### src/rtl/cvsd_pkg.sv
package cvsd_pkg;

    typedef enum logic {
        MODE_ENCODE = 1'b0,
        MODE_DECODE = 1'b1
    } cvsd_mode_e;

    // Per-cycle control decoded from the mode and quieting inputs
    typedef struct packed {
        logic clear;   // zeroing active: loop state cleared
        logic quiet;   // line carries alternating pattern
        logic active;  // loop advances this clock
    } cvsd_ctl_t;

    // Alternating 0/1 seed so that a fresh history never reads as a run
    function automatic logic [31:0] alt_seed(input int len);
        logic [31:0] v;
        v = '0;
        for (int i = 0; i < 32; i++) begin
            if (i < len) v[i] = i[0];
        end
        return v;
    endfunction

endpackage

### src/rtl/cvsd_run_detect.sv
module cvsd_run_detect
    import cvsd_pkg::*;
#(
    parameter int RUN_LEN = 3
) (
    input  logic clk,
    input  logic rst,
    input  logic clear,
    input  logic shift_en,
    input  logic bit_in,
    output logic run_hit
);
    localparam logic [31:0] SEED_W = alt_seed(RUN_LEN);
    localparam logic [RUN_LEN-1:0] SEED = SEED_W[RUN_LEN-1:0];

    logic [RUN_LEN-1:0] hist_q;

    always_ff @(posedge clk) begin
        if (rst || clear) begin
            hist_q <= SEED;
        end else if (shift_en) begin
            hist_q <= {hist_q[RUN_LEN-2:0], bit_in};
        end
    end

    // Run: every held bit equal
    assign run_hit = (&hist_q) | ~(|hist_q);

endmodule

### src/rtl/cvsd_syllabic.sv
module cvsd_syllabic #(
    parameter int SYL_W     = 16,
    parameter int FRAC      = 4,
    parameter int DECAY_SH  = 6,
    parameter int GAIN      = 16,
    parameter int STEP_MAX  = 64,
    parameter int STEP_W    = 7
) (
    input  logic              clk,
    input  logic              rst,
    input  logic              clear,
    input  logic              en,
    input  logic              run_hit,
    output logic [STEP_W-1:0] step,
    output logic [SYL_W-1:0]  acc
);
    localparam logic [SYL_W-1:0] STEP_LO = SYL_W'(1);
    localparam logic [SYL_W-1:0] STEP_HI = SYL_W'(STEP_MAX);

    logic [SYL_W-1:0] acc_q;
    logic [SYL_W:0]   acc_nxt;
    logic [SYL_W-1:0] raw;

    always_comb begin
        acc_nxt = {1'b0, acc_q} - ({1'b0, acc_q} >> DECAY_SH);
        if (run_hit) acc_nxt = acc_nxt + (SYL_W+1)'(GAIN);
        if (acc_nxt[SYL_W]) acc_nxt = {1'b0, {SYL_W{1'b1}}};
    end

    always_ff @(posedge clk) begin
        if (rst || clear) begin
            acc_q <= '0;
        end else if (en) begin
            acc_q <= acc_nxt[SYL_W-1:0];
        end
    end

    always_comb begin
        raw = acc_q >> FRAC;
        if (raw < STEP_LO)      step = STEP_W'(STEP_LO);
        else if (raw > STEP_HI) step = STEP_W'(STEP_HI);
        else                    step = STEP_W'(raw);
    end

    assign acc = acc_q;

endmodule

### src/rtl/cvsd_estimator.sv
module cvsd_estimator #(
    parameter int EST_W    = 10,
    parameter int STEP_W   = 7,
    parameter int LEAK_SH  = 4
) (
    input  logic                    clk,
    input  logic                    rst,
    input  logic                    clear,
    input  logic                    en,
    input  logic                    bit_val,
    input  logic [STEP_W-1:0]       step,
    output logic signed [EST_W-1:0] est
);
    localparam int WIDEST = (EST_W > STEP_W) ? EST_W : STEP_W;
    localparam int SUM_W  = WIDEST + 3;
    localparam logic signed [SUM_W-1:0] HI = SUM_W'((2 ** (EST_W - 1)) - 1);
    localparam logic signed [SUM_W-1:0] LO = -SUM_W'(2 ** (EST_W - 1));

    logic signed [EST_W-1:0] est_q;
    logic signed [SUM_W-1:0] est_x, step_x, leak_x, sum, sat;

    always_comb begin
        est_x  = {{(SUM_W-EST_W){est_q[EST_W-1]}}, est_q};
        step_x = {{(SUM_W-STEP_W){1'b0}}, step};
        leak_x = est_x >>> LEAK_SH;
        sum    = bit_val ? (est_x + step_x - leak_x) : (est_x - step_x - leak_x);
        if (sum > HI)      sat = HI;
        else if (sum < LO) sat = LO;
        else               sat = sum;
    end

    always_ff @(posedge clk) begin
        if (rst || clear) begin
            est_q <= '0;
        end else if (en) begin
            est_q <= sat[EST_W-1:0];
        end
    end

    assign est = est_q;

endmodule

### src/rtl/cvsd_codec.sv
module cvsd_codec
    import cvsd_pkg::*;
#(
    parameter int EST_W      = 10,
    parameter int RUN_LEN    = 3,
    parameter int STEP_MAX   = 64,
    parameter int SYL_W      = 16,
    parameter int SYL_FRAC   = 4,
    parameter int SYL_SHIFT  = 6,
    parameter int SYL_GAIN   = 16,
    parameter int LEAK_SHIFT = 4
) (
    input  logic                    clk,
    input  logic                    rst,
    input  logic                    dec_sel,
    input  logic                    zero_n,
    input  logic                    tx_mask_n,
    input  logic signed [EST_W-1:0] sample,
    input  logic                    rx_bit,
    output logic                    tx_bit,
    output logic signed [EST_W-1:0] est_out,
    output logic                    agc_n
);
    localparam int STEP_W = $clog2(STEP_MAX + 1);
    localparam logic signed [EST_W-1:0] HALF = EST_W'(2 ** (EST_W - 2));

    cvsd_mode_e              mode_e;
    cvsd_ctl_t               ctl;
    logic signed [EST_W-1:0] est_q;
    logic                    enc_bit;
    logic                    applied_bit;
    logic                    run_hit;
    logic [STEP_W-1:0]       step;
    logic [SYL_W-1:0]        syl_acc;
    logic                    decide_q;
    logic                    quiet_q;
    logic                    alt_q;

    assign mode_e = cvsd_mode_e'(dec_sel);

    always_comb begin
        ctl.clear  = !zero_n;
        ctl.quiet  = !zero_n || !tx_mask_n || (mode_e == MODE_DECODE);
        ctl.active = zero_n;
    end

    // Digital comparator against the running estimate
    assign enc_bit     = (sample >= est_q);
    assign applied_bit = (mode_e == MODE_DECODE) ? rx_bit : enc_bit;

    cvsd_run_detect #(
        .RUN_LEN (RUN_LEN)
    ) u_run (
        .clk      (clk),
        .rst      (rst),
        .clear    (ctl.clear),
        .shift_en (ctl.active),
        .bit_in   (applied_bit),
        .run_hit  (run_hit)
    );

    cvsd_syllabic #(
        .SYL_W    (SYL_W),
        .FRAC     (SYL_FRAC),
        .DECAY_SH (SYL_SHIFT),
        .GAIN     (SYL_GAIN),
        .STEP_MAX (STEP_MAX),
        .STEP_W   (STEP_W)
    ) u_syl (
        .clk     (clk),
        .rst     (rst),
        .clear   (ctl.clear),
        .en      (ctl.active),
        .run_hit (run_hit),
        .step    (step),
        .acc     (syl_acc)
    );

    cvsd_estimator #(
        .EST_W   (EST_W),
        .STEP_W  (STEP_W),
        .LEAK_SH (LEAK_SHIFT)
    ) u_est (
        .clk     (clk),
        .rst     (rst),
        .clear   (ctl.clear),
        .en      (ctl.active),
        .bit_val (applied_bit),
        .step    (step),
        .est     (est_q)
    );

    // Decision and quieting choice captured on the rising edge
    always_ff @(posedge clk) begin
        if (rst) begin
            decide_q <= 1'b0;
            quiet_q  <= 1'b0;
        end else begin
            decide_q <= ctl.clear ? 1'b0 : enc_bit;
            quiet_q  <= ctl.quiet;
        end
    end

    // Line output moves on the falling edge
    always_ff @(negedge clk) begin
        if (rst) begin
            alt_q  <= 1'b0;
            tx_bit <= 1'b0;
        end else begin
            alt_q  <= ~alt_q;
            tx_bit <= quiet_q ? ~alt_q : decide_q;
        end
    end

    assign est_out = est_q;
    assign agc_n   = !((est_q >= HALF) || (est_q <= -HALF));

endmodule

### config.mk
export PLATFORM = sky130hd
export DESIGN_NAME = cvsd_codec
export DESIGN_NICKNAME = d
export VERILOG_FILES = /design/src/rtl/cvsd_pkg.sv /design/src/rtl/cvsd_run_detect.sv /design/src/rtl/cvsd_syllabic.sv /design/src/rtl/cvsd_estimator.sv /design/src/rtl/cvsd_codec.sv
export SDC_FILE = /design/constraint.sdc
export NUM_CORES = 1
export LEC_CHECK = 0
export BUFFER_PORTS_ARGS = -buffer_cell sky130_fd_sc_hd__buf_2
export CORE_ASPECT_RATIO = 0.9
export CORE_MARGIN = 3
export CORE_UTILIZATION = 35
export CTS_CLUSTER_DIAMETER = 100
export DETAILED_ROUTE_END_ITERATION = 10
export PLACE_DENSITY = 0.53
export SETUP_SLACK_MARGIN = 0.5
export SKIP_CTS_REPAIR_TIMING = 1
export SYNTH_ARGS = -nofsm -noshare
export SYNTH_HDL_FRONTEND = slang
export SYNTH_HIERARCHICAL = 1
export SYNTH_SLANG_ARGS = --single-unit
### constraint.sdc
create_clock -name clk -period 9.3 [get_ports clk]
set_input_delay 1.86 -clock clk [delete_from_list [all_inputs] [get_ports clk]]
set_output_delay 1.86 -clock clk [all_outputs]
set_load 0.01 [all_outputs]
### Word level (Yosys, flattened, before mapping)

Index checks and enable logic that the tools add are counted.
W data, S select, Z words.

| word-level totals | value |
|---|---|
| register bits after elaboration | 33 |
| bits of input ports | 16 |
| word-level logic and storage cells | 43 |

| operators by class | value |
|---|---|
| add/sub/neg operators | 6 |
| order comparisons | 7 |
| multiplexer cells | 9 |
| bitwise logic cells | 4 |
| reduce and logical (&&, ||, !) cells | 10 |

Operators with widths:

| kind | count |
|---|---|
| $sub A11 B6 Y12 | 2 |
| $mux W10 | 2 |
| $add A17 B5 Y17 const B | 1 |
| $mux W17 | 1 |
| $sub A16 B10 Y17 | 1 |
| $mux W16 | 1 |
| $mux W7 | 2 |
| $gt A13 B10 Y1 const B | 1 |
| $lt A13 B10 Y1 const B | 1 |
| $mux W13 | 1 |
| $gt A12 B7 Y1 const B | 1 |
| $lt A12 B1 Y1 const B | 1 |
| $add A10 B8 Y11 | 1 |
| $sub A10 B8 Y11 | 1 |
| $ge A10 B10 Y1 | 1 |
| $ge A10 B10 Y1 const B | 1 |
| $le A10 B9 Y1 const B | 1 |
| $logic_or A1 B1 Y1 | 4 |
| $logic_not A1 Y1 | 3 |
| $not A1 Y1 | 3 |
| $reduce_and A3 Y1 | 1 |
| $reduce_or A3 Y1 | 1 |
| $mux W1 | 2 |
| $reduce_or A2 Y1 | 1 |
| $or A1 B1 Y1 | 1 |

### Longest topological paths before layout

Gate-level depths: netlist of run 1.

| depth | value |
|---|---|
| depth in word-level cells | 9 |
| gate-level depth with buffers | 20 |
| mapped depth without buffers | 18 |

### Modules after synthesis

Netlist of run 1, hierarchy kept.

By module, submodules not included:

| module | times used | cells each | area each (µm²) |
|---|---|---|---|
| cvsd_estimator | 1 | 229 | 1,836.8 |
| cvsd_syllabic | 1 | 215 | 1,670.4 |
| cvsd_codec | 1 | 56 | 442.9 |
| cvsd_run_detect | 1 | 13 | 122.6 |

==> Implementation_results.wiki, run 1 <==
{| class="wikitable"
! Metric !! Value
|-
| Max Root-Sink Buffers || 2
|-
| Most frequent cell after synthesis || inv_1
|-
| Slew Viols, Final || 0
|-
| Top area cells in the synthesized netlist || dfxtp_1, ha_1, fa_1
|-
| Final worst clock skew || between 0.06 and 0.07 ns
|-
| DRC viols || 0
|-
| Area of the mapped netlist || 4070 um^2
|-
| Effective utilization at floorplan || 36.8%
|-
| Most common flop cell mapped by yosys || dfxtp_1
|-
| I/O pin count || 28
|-
| Die Area || 13,000 um^2
|-
| R2R cell count || 2
|-
| Delay of the slowest cell on the worst path || 0.28 ns
|-
| Average cell area after synthesis || slightly below 8 um^2
|-
| Number of antenna violations at the first check in global routing || 0
|-
| Clock tree from TritonCTS || done
|-
| Post-detailed-placement half-perimeter wirelength || 8150 um
|-
| Post-synthesis cell count || 513
|-
| Synth warn || 6
|-
| Number of DRC markers after the initial detailed-route iteration || 189
|-
| Area growth from synthesis to layout || 11.0%
|-
| Final WL || 10,200 um
|-
| Port Buf Inserts || 27
|-
| Number of distinct library cells after synthesis || 73
|-
| Final count of hold timing violations || 0
|-
| Run status || completed
|-
| Worst path arrival time || 5.41 ns
|-
| Total vias in the final route || around 3,700
|-
| Total nets after synthesis || a little under 600
|-
| Tightest slew margin relative to the limit || between 20% and 30%
|-
| Antenna-violating nets left || 0
|-
| Clock buffer count from CTS || 5
|-
| Class of the most critical setup path || reg2out
|-
| Row Count || 36
|-
| Clock-pin transition on the worst setup and hold timing paths || about 0.030 ns
|-
| Number of flops mapped to enable cells by yosys || 0
|-
| Setup TNS || 0 ns
|-
| Filler cell count in the final layout || 1,172
|-
| Share of the yosys chip area belonging to registers || approximately 16%
|-
| Setup violators final || 0
|-
| CP top delay family || flip-flops
|-
| GRT Total Usage || 16.5%
|-
| Leakage power summed over all cells || 0.00194 uW
|-
| Launching element type of the critical path || flip-flop
|-
| Hold Path Class || reg2reg
|-
| Cell with the largest stage delay on the worst path || dfxtp_1
|-
| Share of final-layout standard cells stronger than drive strength 1 || 12.6%
|-
| Worst Tran Pin Value || 1.08 ns
|-
| Vias in the first global route || ~3,500
|-
| Via density per instance || 5.29
|-
| Max cap viols || 0
|-
| Number of clock sinks || 33
|-
| Commonest cells post-synth || inv_1, ha_1, nor2_1, dfxtp_1, o21ai_0
|-
| Largest net degree at the start of global routing || 39
|-
| Largest area contributor in the netlist || dfxtp_1
|-
| Routability Congestion || 0.870
|-
| Wire length of the first global-routing pass || roughly 17,000 um
|-
| CTS H-Tree Depth || 2
|-
| Floorplan die height || 108 um
|-
| Stages on the worst setup path || 1
|-
| Flops & latches, synth || 33
|-
| FFs w/ async S/R, synth || 0%
|-
| # nets final || 620
|-
| Critical path, cell by cell || buf_2
|-
| Total inserted antenna cells || 0
|-
| Pre-antenna DRT Iters || 5
|-
| Worst Path Required || 7.44 ns
|-
| Total power density per cell area || 328 nW/um^2
|-
| Total congestion overflow || 0
|-
| Cell at the root of the clock tree || clkbuf_16
|-
| Skew-Pair Late Insertion Delay || 0.35 ns
|-
| Critical-path maximum fanout || 1
|-
| Min-Delay Path Depth || 1
|-
| Die Wd || 120 um
|-
| Largest voltage drop on the vdd net || 0.160 mV
|-
| Fraction of post-synthesis cell area in the top cell type by area || 16.2%
|-
| Smallest setup slack after layout || 2.03 ns
|-
| Routed len/inst || 14.7 um
|-
| Pre-CTS setup slack || 2.33 ns
|-
| RSZ-0062 raised after global routing || no
|-
| Critical Path Sink Type || output pin
|-
| Number of buffer and inverter stages on the critical path || 1
|-
| Core Box Area || between 10,000 and 15,000 um^2
|}
per-stage QoR:
stage | cell area (um^2) | hold WS (ns) | cells | power [uW] | util, %
floorplan | 4070 | 0.385 | 513 | 1070 | -
global placement | 4360 | 0.405 | 684 | 1270 | 39.3
detailed placement | 4360 | 0.402 | 684 | 1290 | 39.3
CTS | 4520 | 0.411 | 693 | 1480 | 40.8
global route | 4520 | 0.461 | 693 | 1650 | 40.8
finish | 4520 | 0.413 | 693 | 1480 | 40.8
cell type report:
class	count	area (um^2)	share of cell area, %
Clock buffer	6	150	3.32
Tap cell	152	190	4.21
Timing Repair Buffer	29	150	3.32
Inverter	69	259	5.73
Sequential cell	33	661	14.6
Multi-Input combinational cell	400	3100	68.5
Clock inverter	4	16.3	0.360
report_power, final:
group / leakage (uW) / switching, uW / internal (uW)
Combinational: 0.00159 / 652 / 448
Clock: 0.0000862 / 66.5 / 115
Sequential: 0.000271 / 36.5 / 162
layout by cell type (no fill, tap or decap), types with 2 or more instances in the layout:
cell and instances:
a211oi_2 4, mux2i_1 6, nor3b_1 2, nand4_1 3
clkbuf_16 6, o2bb2ai_1 3, and2_1 6, nand3_1 13
o31ai_1 2, o21ai_0 33, buf_4 2, a21o_1 9
or3_1 5, nor4b_1 2, o21a_1 4, nor4_1 5
ha_1 48, nor3_1 14, fa_1 16, o21ai_1 5
dfxtp_1 33, a211oi_1 15, o211ai_1 2, xnor2_1 16
a31oi_1 5, nand2_1 31, a2111oi_0 2, a21oi_1 27
nand2b_1 9, a21oi_2 10, o21bai_1 2, buf_2 27
nor2_1 46, inv_1 71, xor2_1 15, a31oi_2 2
o31a_1 2
logic make-up after synthesis:
group / after synthesis / synth area share, %
adder cells (fa/ha/maj): 64 / 22.6
flip-flops: 33 / 16.2
multiplexers: 6 / 1.47
AO/OA/AOI/OAI: 147 / 25.8
AND/OR/NAND/NOR: 152 / 19.5
buffers and inverters: 80 / 7.77
XOR/XNOR: 31 / 6.67
state kept, by name (all words and copies together), names as in the netlist:
name          cells
alt_q             1
u_syl/acc        16
tx_bit            1
u_run/hist_q      3
u_est/est        10
quiet_q           1
decide_q          1
final timing paths:
| kind | start | to | slack (ns) |
|---|---|---|---|
| max | tx_bit$_SDFF_NP0_ | tx_bit | 2.03 |
| min | alt_q$_SDFF_NP0_ | alt_q$_SDFF_NP0_ | 0.41 |
| max reg2reg | quiet_q$_SDFF_PP0_ | tx_bit$_SDFF_NP0_ | 4.04 |
| min reg2reg | alt_q$_SDFF_NP0_ | alt_q$_SDFF_NP0_ | 0.41 |
routing by layer:
layer  routed length, um  GRT usage, %
met5                   0             0
met4                  63          3.27
met3                 354          2.82
met2                4240          24.7
met1                5530          24.9
Note: power is estimated with default switching activity, not from simulation.
==> run 2: changes to the inputs <==
Clock period 9.3 ns to 7.5 ns, I/O delays scaled along.
==> run 2 against run 1 <==
Compared with the run above:
- sequential share of layout area barely moved
- wire length fell by 0.64%
- largest cell class unchanged
- setup slack got worse by 0.54 ns
- via count fell by 1.0%
- count of clock-buffer cells in the layout rose by 1
- first-iteration DRC count rose by 23%
- critical path depth did not move
- cell count did not move
==> Implementation_results.wiki, run 2 (synthesis gave the netlist of run 1 again) <==
{| class="wikitable"
! Metric !! Value
|-
| DRC viols || 0 (unchanged)
|-
| Setup TNS || 0 ns (unchanged)
|-
| Most common cell after layout, fill and taps aside || inv_1 (unchanged)
|-
| Via density per instance || 5.23 (was 5.29)
|-
| Source of the worst register-to-register timing path || u_syl/acc[4]$_SDFFE_PP0P_ (was quiet_q$_SDFF_PP0_)
|-
| Tightest slew margin relative to the limit || 28.8% (was 27.6%)
|-
| Class of the most critical setup path || reg2out (unchanged)
|-
| Pre-antenna DRT Iters || 4 (was 5)
|-
| Worst Path Required || 6.00 ns (was 7.44 ns)
|-
| Met3 wire len || 396 um (was 354 um)
|-
| Clock tree from TritonCTS || done (unchanged)
|-
| Total vias in the final route || 3,627 (was 3,665)
|-
| Core Box Area || 11,100 um^2 (unchanged)
|-
| Filler cell count in the final layout || 1,170 (was 1,172)
|-
| Placed cells || 684 (unchanged)
|-
| Final count of hold timing violations || 0 (unchanged)
|-
| Number of buffer and inverter stages on the critical path || 1 (unchanged)
|-
| Max cap viols || 0 (unchanged)
|-
| Routed len/inst || 14.6 um (was 14.7 um)
|-
| Worst path arrival time || 4.51 ns (was 5.41 ns)
|-
| Critical-path maximum fanout || 1 (unchanged)
|-
| Total inserted antenna cells || 0 (unchanged)
|-
| Final worst clock skew || 0.0674 ns (was 0.0678 ns)
|-
| Final WL || 10,100 um (was 10,200 um)
|-
| Largest net degree at the start of global routing || 39 (unchanged)
|-
| Post-route core utilization || 40.9% (was 40.8%)
|-
| Hold Path Class || reg2reg (unchanged)
|-
| Row Count || 36 (unchanged)
|-
| # nets final || 620 (unchanged)
|-
| Share of final-layout standard cells stronger than drive strength 1 || 12.6% (unchanged)
|-
| Total congestion overflow || 0 (unchanged)
|-
| Slew Viols, Final || 0 (unchanged)
|-
| Clock-pin transition on the worst setup and hold timing paths || 0.04 ns (was 0.03 ns)
|-
| I/O pin count || 28 (unchanged)
|-
| Clock buffer count from CTS || 5 (unchanged)
|-
| Port Buf Inserts || 27 (unchanged)
|-
| Cell with the largest stage delay on the worst path || dfxtp_1 (unchanged)
|-
| Run status || completed (unchanged)
|-
| RSZ-0062 raised after global routing || no (unchanged)
|-
| Area growth from synthesis to layout || 11.4% (was 11.0%)
|-
| Post-Place Cell Area || 4360 um^2 (unchanged)
|-
| Endpoint of the worst register-to-register path || u_est/est[2]$_SDFFE_PP0P_ (was tx_bit$_SDFF_NP0_)
|-
| Routed length on met2 || 4240 um (about the same)
|-
| Leading cell types in the layout, fill and taps excluded || inv_1, ha_1, nor2_1, o21ai_0, dfxtp_1 (unchanged)
|-
| Length of routed wiring on met1 || 5430 um (was 5530 um)
|-
| Worst setup path startpoint || tx_bit$_SDFF_NP0_ (unchanged)
|-
| Critical path, cell by cell || buf_2 (unchanged)
|-
| Storage cell area || 661 um^2 (unchanged)
|-
| Number of clock sinks || 33 (unchanged)
|-
| Highest signal layer in the routed design || met4 (unchanged)
|-
| Number of antenna violations at the first check in global routing || 0 (unchanged)
|-
| R2R cell count || 19 (was 2)
|-
| Worst Tran Pin Value || 1.06 ns (was 1.08 ns)
|-
| Largest voltage drop on the vdd net || 0.168 mV (was 0.160 mV)
|-
| CP top delay family || flip-flops (unchanged)
|-
| Final cell area excluding filler cells || 4540 um^2 (was 4520 um^2)
|-
| Skew-Pair Late Insertion Delay || 0.35 ns (about the same)
|-
| Critical Path Sink Type || output pin (unchanged)
|-
| Post-detailed-placement half-perimeter wirelength || 8080 um (was 8150 um)
|-
| Delay of the slowest cell on the worst path || 0.28 ns (about the same)
|-
| Routability Congestion || 0.828 (was 0.870)
|-
| Final instance count without filler cells || 693 (unchanged)
|-
| Antenna-violating nets left || 0 (unchanged)
|-
| CTS H-Tree Depth || 2 (unchanged)
|-
| GRT Total Usage || 16.2% (was 16.5%)
|-
| Max Root-Sink Buffers || 2 (unchanged)
|-
| Effective utilization at floorplan || 36.8% (unchanged)
|-
| Vias in the first global route || 3,324 (was 3,495)
|-
| Launching element type of the critical path || flip-flop (unchanged)
|-
| Die Wd || 120 um (unchanged)
|-
| Number of flip-flops in the largest register || 16 (unchanged)
|-
| Cell at the root of the clock tree || clkbuf_16 (unchanged)
|-
| Hold Path Origin || alt_q$_SDFF_NP0_ (unchanged)
|-
| Total power density per cell area || 409 nW/um^2 (was 328 nW/um^2)
|-
| Setup violators final || 0 (unchanged)
|-
| Wire length of the first global-routing pass || 16,900 um (was 17,500 um)
|-
| Multi-input logic area || 3100 um^2 (unchanged)
|-
| Number of DRC markers after the initial detailed-route iteration || 232 (was 189)
|-
| Leakage power summed over all cells || 0.00195 uW (was 0.00194 uW)
|-
| Stages on the worst setup path || 1 (unchanged)
|-
| Floorplan die height || 108 um (unchanged)
|-
| Die Area || 13,000 um^2 (unchanged)
|-
| CP endpoint || tx_bit (unchanged)
|-
| Register-to-register setup slack || 2.66 ns (was 4.04 ns)
|}
[run 2: changes by cell type in the layout (fill, tap and decap cells not counted)]
| cell | before | now |
|---|---|---|
| clkinvlp_2 | 1 | 0 |
| bufinv_16 | 0 | 1 |
| clkbuf_8 | 0 | 1 |
| clkbuf_1 | 0 | 1 |
| clkbuf_16 | 6 | 5 |
| clkinv_1 | 1 | 0 |
[run 2: how the worst min path moves through the flow]
stage / endpoint / slack (ns) / cells after the start
6_report: alt_q$_SDFF_NP0_ / 0.41 / 1
5_1_grt: alt_q$_SDFF_NP0_ / 0.43 / 1
4_1_cts: alt_q$_SDFF_NP0_ / 0.41 / 1
3_5_place_dp: alt_q$_SDFF_NP0_ / 0.41 / 1
3_3_place_gp: alt_q$_SDFF_NP0_ / 0.40 / 1
2_1_floorplan: alt_q$_SDFF_NP0_ / 0.39 / 1
[run 2: per-layer routing]
metal | vias to the layer above | global-route usage [%]
li1 | 1867 | -
met1 | 1703 | 24.4
met2 | 53 | 24.2
met3 | 4 | 3.14
met4 | 0 | 2.86
met5 | - | 0
[run 2: stage by stage]
| stage | hold WS [ns] | total power [uW] | setup slack [ns] |
|---|---|---|---|
| 2_1_floorplan | 0.385 | 1330 | 1.92 |
| 3_3_place_gp | 0.398 | 1580 | 1.80 |
| 3_5_place_dp | 0.412 | 1590 | 1.77 |
| 4_1_cts | 0.412 | 1850 | 1.48 |
| 5_1_grt | 0.431 | 2050 | 1.44 |
| 6_report | 0.408 | 1860 | 1.49 |
[run 2: where the power goes]
group	internal (uW)	leakage [uW]	total, uW	switching [uW]
clock network	167	0.0000948	247	79.5
logic	556	0.00159	1360	807
registers	201	0.000271	246	44.8
total	924	0.00195	1860	931
[run 2: final cells by class]
| cell class | instances | share of cell area, % |
|---|---|---|
| Clock buffer | 7 | 3.14 |
| Tap cell | 152 | 4.19 |
| Inverter | 69 | 5.71 |
| Clock inverter | 3 | 0.828 |
| Multi-Input combinational cell | 400 | 68.2 |
| Timing Repair Buffer | 29 | 3.31 |
| Sequential cell | 33 | 14.6 |
==> run 3: changes to the inputs <==
Settings changed: PLACE_DENSITY 0.53 to 0.55.
Clock period 7.5 ns to 4.9 ns, I/O delays scaled along.
==> run 3 against run 2 <==
Compared with the run above:
- global-route usage rose by 0.82 points
- setup slack got worse by 0.81 ns
- cell count grew 0.58%
- clock skew decreased by 0.0015 ns
- sequential share of layout area decreased by 0.32 points
- critical path type is now reg2reg
- clock power rose by 27%
- register-to-register slack got worse by 2.0 ns
- hold slack lost 0.0043 ns
- flip-flop and latch count stayed put
- utilization grew 0.93 points
- wire length is 6.9% higher
==> Implementation_results.wiki, run 3 (synthesis gave the netlist of run 1 again) <==
{| class="wikitable"
! Metric !! Value
|-
| Pre-antenna DRT Iters || 5 (was 4)
|-
| Largest voltage drop on the vdd net || 0.280 mV (was 0.168 mV)
|-
| Number of DRC markers after the initial detailed-route iteration || 226 (was 232)
|-
| Hold Path Class || reg2reg (unchanged)
|-
| Leakage power summed over all cells || 0.00197 uW (was 0.00195 uW)
|-
| # nets final || 624 (was 620)
|-
| Port Buf Inserts || 27 (unchanged)
|-
| Leading cell types in the layout, fill and taps excluded || inv_1, ha_1, nor2_1, dfxtp_1, nand2_1 (was inv_1, ha_1, nor2_1, o21ai_0, dfxtp_1)
|-
| Total inserted antenna cells || 0 (unchanged)
|-
| Cell at the root of the clock tree || clkbuf_16 (unchanged)
|-
| Setup TNS || 0 ns (unchanged)
|-
| Area growth from synthesis to layout || 13.9% (was 11.4%)
|-
| Die Area || 13,000 um^2 (unchanged)
|-
| Most common cell after layout, fill and taps aside || inv_1 (unchanged)
|-
| Total congestion overflow || 0 (unchanged)
|-
| Filler cell count in the final layout || 1,171 (was 1,170)
|-
| Clock tree from TritonCTS || done (unchanged)
|-
| Minimum period implied by the final worst setup slack || between 4 and 5 ns
|-
| Antenna-violating nets left || 0 (unchanged)
|-
| Core Box Area || 11,100 um^2 (unchanged)
|-
| Critical Path Sink Type || flip-flop (was output pin)
|-
| Post-detailed-placement half-perimeter wirelength || 8430 um (was 8080 um)
|-
| DRC viols || 0 (unchanged)
|-
| Worst Path Required || 5.09 ns (was 6.00 ns)
|-
| Vias in the first global route || 3,555 (was 3,324)
|-
| Clock buffer count from CTS || 5 (unchanged)
|-
| Worst Tran Pin Value || 1.06 ns (about the same)
|-
| Critical-path maximum fanout || 6 (was 1)
|-
| R2R cell count || 16 (was 19)
|-
| Launching element type of the critical path || flip-flop (unchanged)
|-
| Routed len/inst || 15.5 um (was 14.6 um)
|-
| Final worst clock skew || 0.0659 ns (was 0.0674 ns)
|-
| Worst setup path startpoint || u_syl/acc[4]$_SDFFE_PP0P_ (was tx_bit$_SDFF_NP0_)
|-
| I/O pin count || 28 (unchanged)
|-
| Number of flip-flops in the largest register || 16 (unchanged)
|-
| Number of clock sinks || 33 (unchanged)
|-
| Run status || completed (unchanged)
|-
| Class of the most critical setup path || reg2reg (was reg2out)
|-
| CTS H-Tree Depth || 2 (unchanged)
|-
| Worst path arrival time || 4.41 ns (was 4.51 ns)
|-
| Clock-pin transition on the worst setup and hold timing paths || 0.05 ns (was 0.04 ns)
|-
| Floorplan die height || 108 um (unchanged)
|-
| Setup violators final || 0 (unchanged)
|-
| Tightest slew margin relative to the limit || 29.1% (was 28.8%)
|-
| Number of antenna violations at the first check in global routing || 0 (unchanged)
|-
| Crit share post-route || 86.0%
|-
| Max cap viols || 0 (unchanged)
|-
| Effective utilization at floorplan || 36.8% (unchanged)
|-
| Register-to-register setup slack || 0.69 ns (was 2.66 ns)
|-
| Wire length of the first global-routing pass || 17,900 um (was 16,900 um)
|-
| CP endpoint || u_est/est[8]$_SDFFE_PP0P_ (was tx_bit)
|-
| Largest net degree at the start of global routing || 39 (unchanged)
|-
| Die Wd || 120 um (unchanged)
|-
| Via density per instance || 5.40 (was 5.23)
|-
| Final count of hold timing violations || 0 (unchanged)
|-
| Skew-Pair Late Insertion Delay || 0.34 ns (was 0.35 ns)
|-
| Source of the worst register-to-register timing path || u_syl/acc[4]$_SDFFE_PP0P_ (unchanged)
|-
| Max Root-Sink Buffers || 2 (unchanged)
|-
| Total Power || 3010 uW (was 1860 uW)
|-
| Routability Congestion || 0.849 (was 0.828)
|-
| RSZ-0062 raised after global routing || no (unchanged)
|-
| Share of final-layout standard cells stronger than drive strength 1 || 16.1% (was 12.6%)
|-
| GRT Total Usage || 17.0% (was 16.2%)
|-
| Total power density per cell area || 650 nW/um^2 (was 409 nW/um^2)
|-
| Endpoint of the worst register-to-register path || u_est/est[8]$_SDFFE_PP0P_ (was u_est/est[2]$_SDFFE_PP0P_)
|-
| Slew Viols, Final || 0 (unchanged)
|-
| Highest attainable clock frequency || 0.237 GHz
|-
| Final WL || 10,800 um (was 10,100 um)
|-
| Row Count || 36 (unchanged)
|-
| Total vias in the final route || 3,767 (was 3,627)
|}
==> run 3: cell type report <==
class	count	area, um^2	share of cell area (%)
well taps	152	190	4.10
inverters	69	259	5.58
repair buffers	32	185	3.99
flip-flops and latches	33	661	14.2
multi-input cells	401	3200	69.0
clock inverters	4	16.3	0.351
clock buffers	6	129	2.78
==> run 3: stage by stage <==
step / worst slack [ns] / area (um^2) / std cells / hold WS (ns) / utilization [%]
detailed placement: 0.124 / 4370 / 685 / 0.403 / 39.4
finish: 0.687 / 4640 / 697 / 0.403 / 41.9
CTS: 0.0961 / 4510 / 694 / 0.407 / 40.7
floorplan: 0.617 / 4070 / 513 / 0.385 / -
global route: 0.483 / 4640 / 697 / 0.453 / 41.9
global placement: 0.418 / 4370 / 685 / 0.396 / 39.4
==> run 3: worst min path at each step <==
stage / from / end / slack, ns / cells after the start
4_1_cts: alt_q$_SDFF_NP0_ / alt_q$_SDFF_NP0_ / 0.41 / 1
3_3_place_gp: alt_q$_SDFF_NP0_ / alt_q$_SDFF_NP0_ / 0.40 / 1
2_1_floorplan: alt_q$_SDFF_NP0_ / alt_q$_SDFF_NP0_ / 0.39 / 1
3_5_place_dp: alt_q$_SDFF_NP0_ / alt_q$_SDFF_NP0_ / 0.40 / 1
6_report: alt_q$_SDFF_NP0_ / alt_q$_SDFF_NP0_ / 0.40 / 1
5_1_grt: alt_q$_SDFF_NP0_ / alt_q$_SDFF_NP0_ / 0.45 / 1
==> run 3: power breakdown <==
group          total (uW)  switching (uW)  internal (uW)
combinational        2330            1380            949
clock                 313             125            188
sequential            370            62.0            308
==> run 3: worst max-delay path, stage by stage (launching register included) <==
cell,delay (ns)
dfxtp_1,0.34
nor4_2,0.27
nand3_1,0.17
a2111oi_2,0.34
buf_4,0.19
and2_1,0.17
inv_1,0.07
fa_1,0.56
inv_1,0.05
ha_2,0.33
a211oi_4,0.33
o21ai_1,0.14
a31oi_2,0.28
o21a_1,0.15
nor2_1,0.08
o311a_2,0.45
a211oi_1,0.22
==> run 3: layer usage <==
layer | track usage [%] | vias to the layer above | routed length (um) | part of all wire, %
met5 | 0 | - | 0 | 0
met4 | 3.35 | 0 | 90 | 0.83
met3 | 2.82 | 9 | 636 | 5.9
met2 | 26.4 | 97 | 4640 | 43
met1 | 24.9 | 1776 | 5450 | 50
li1 | - | 1885 | - | -
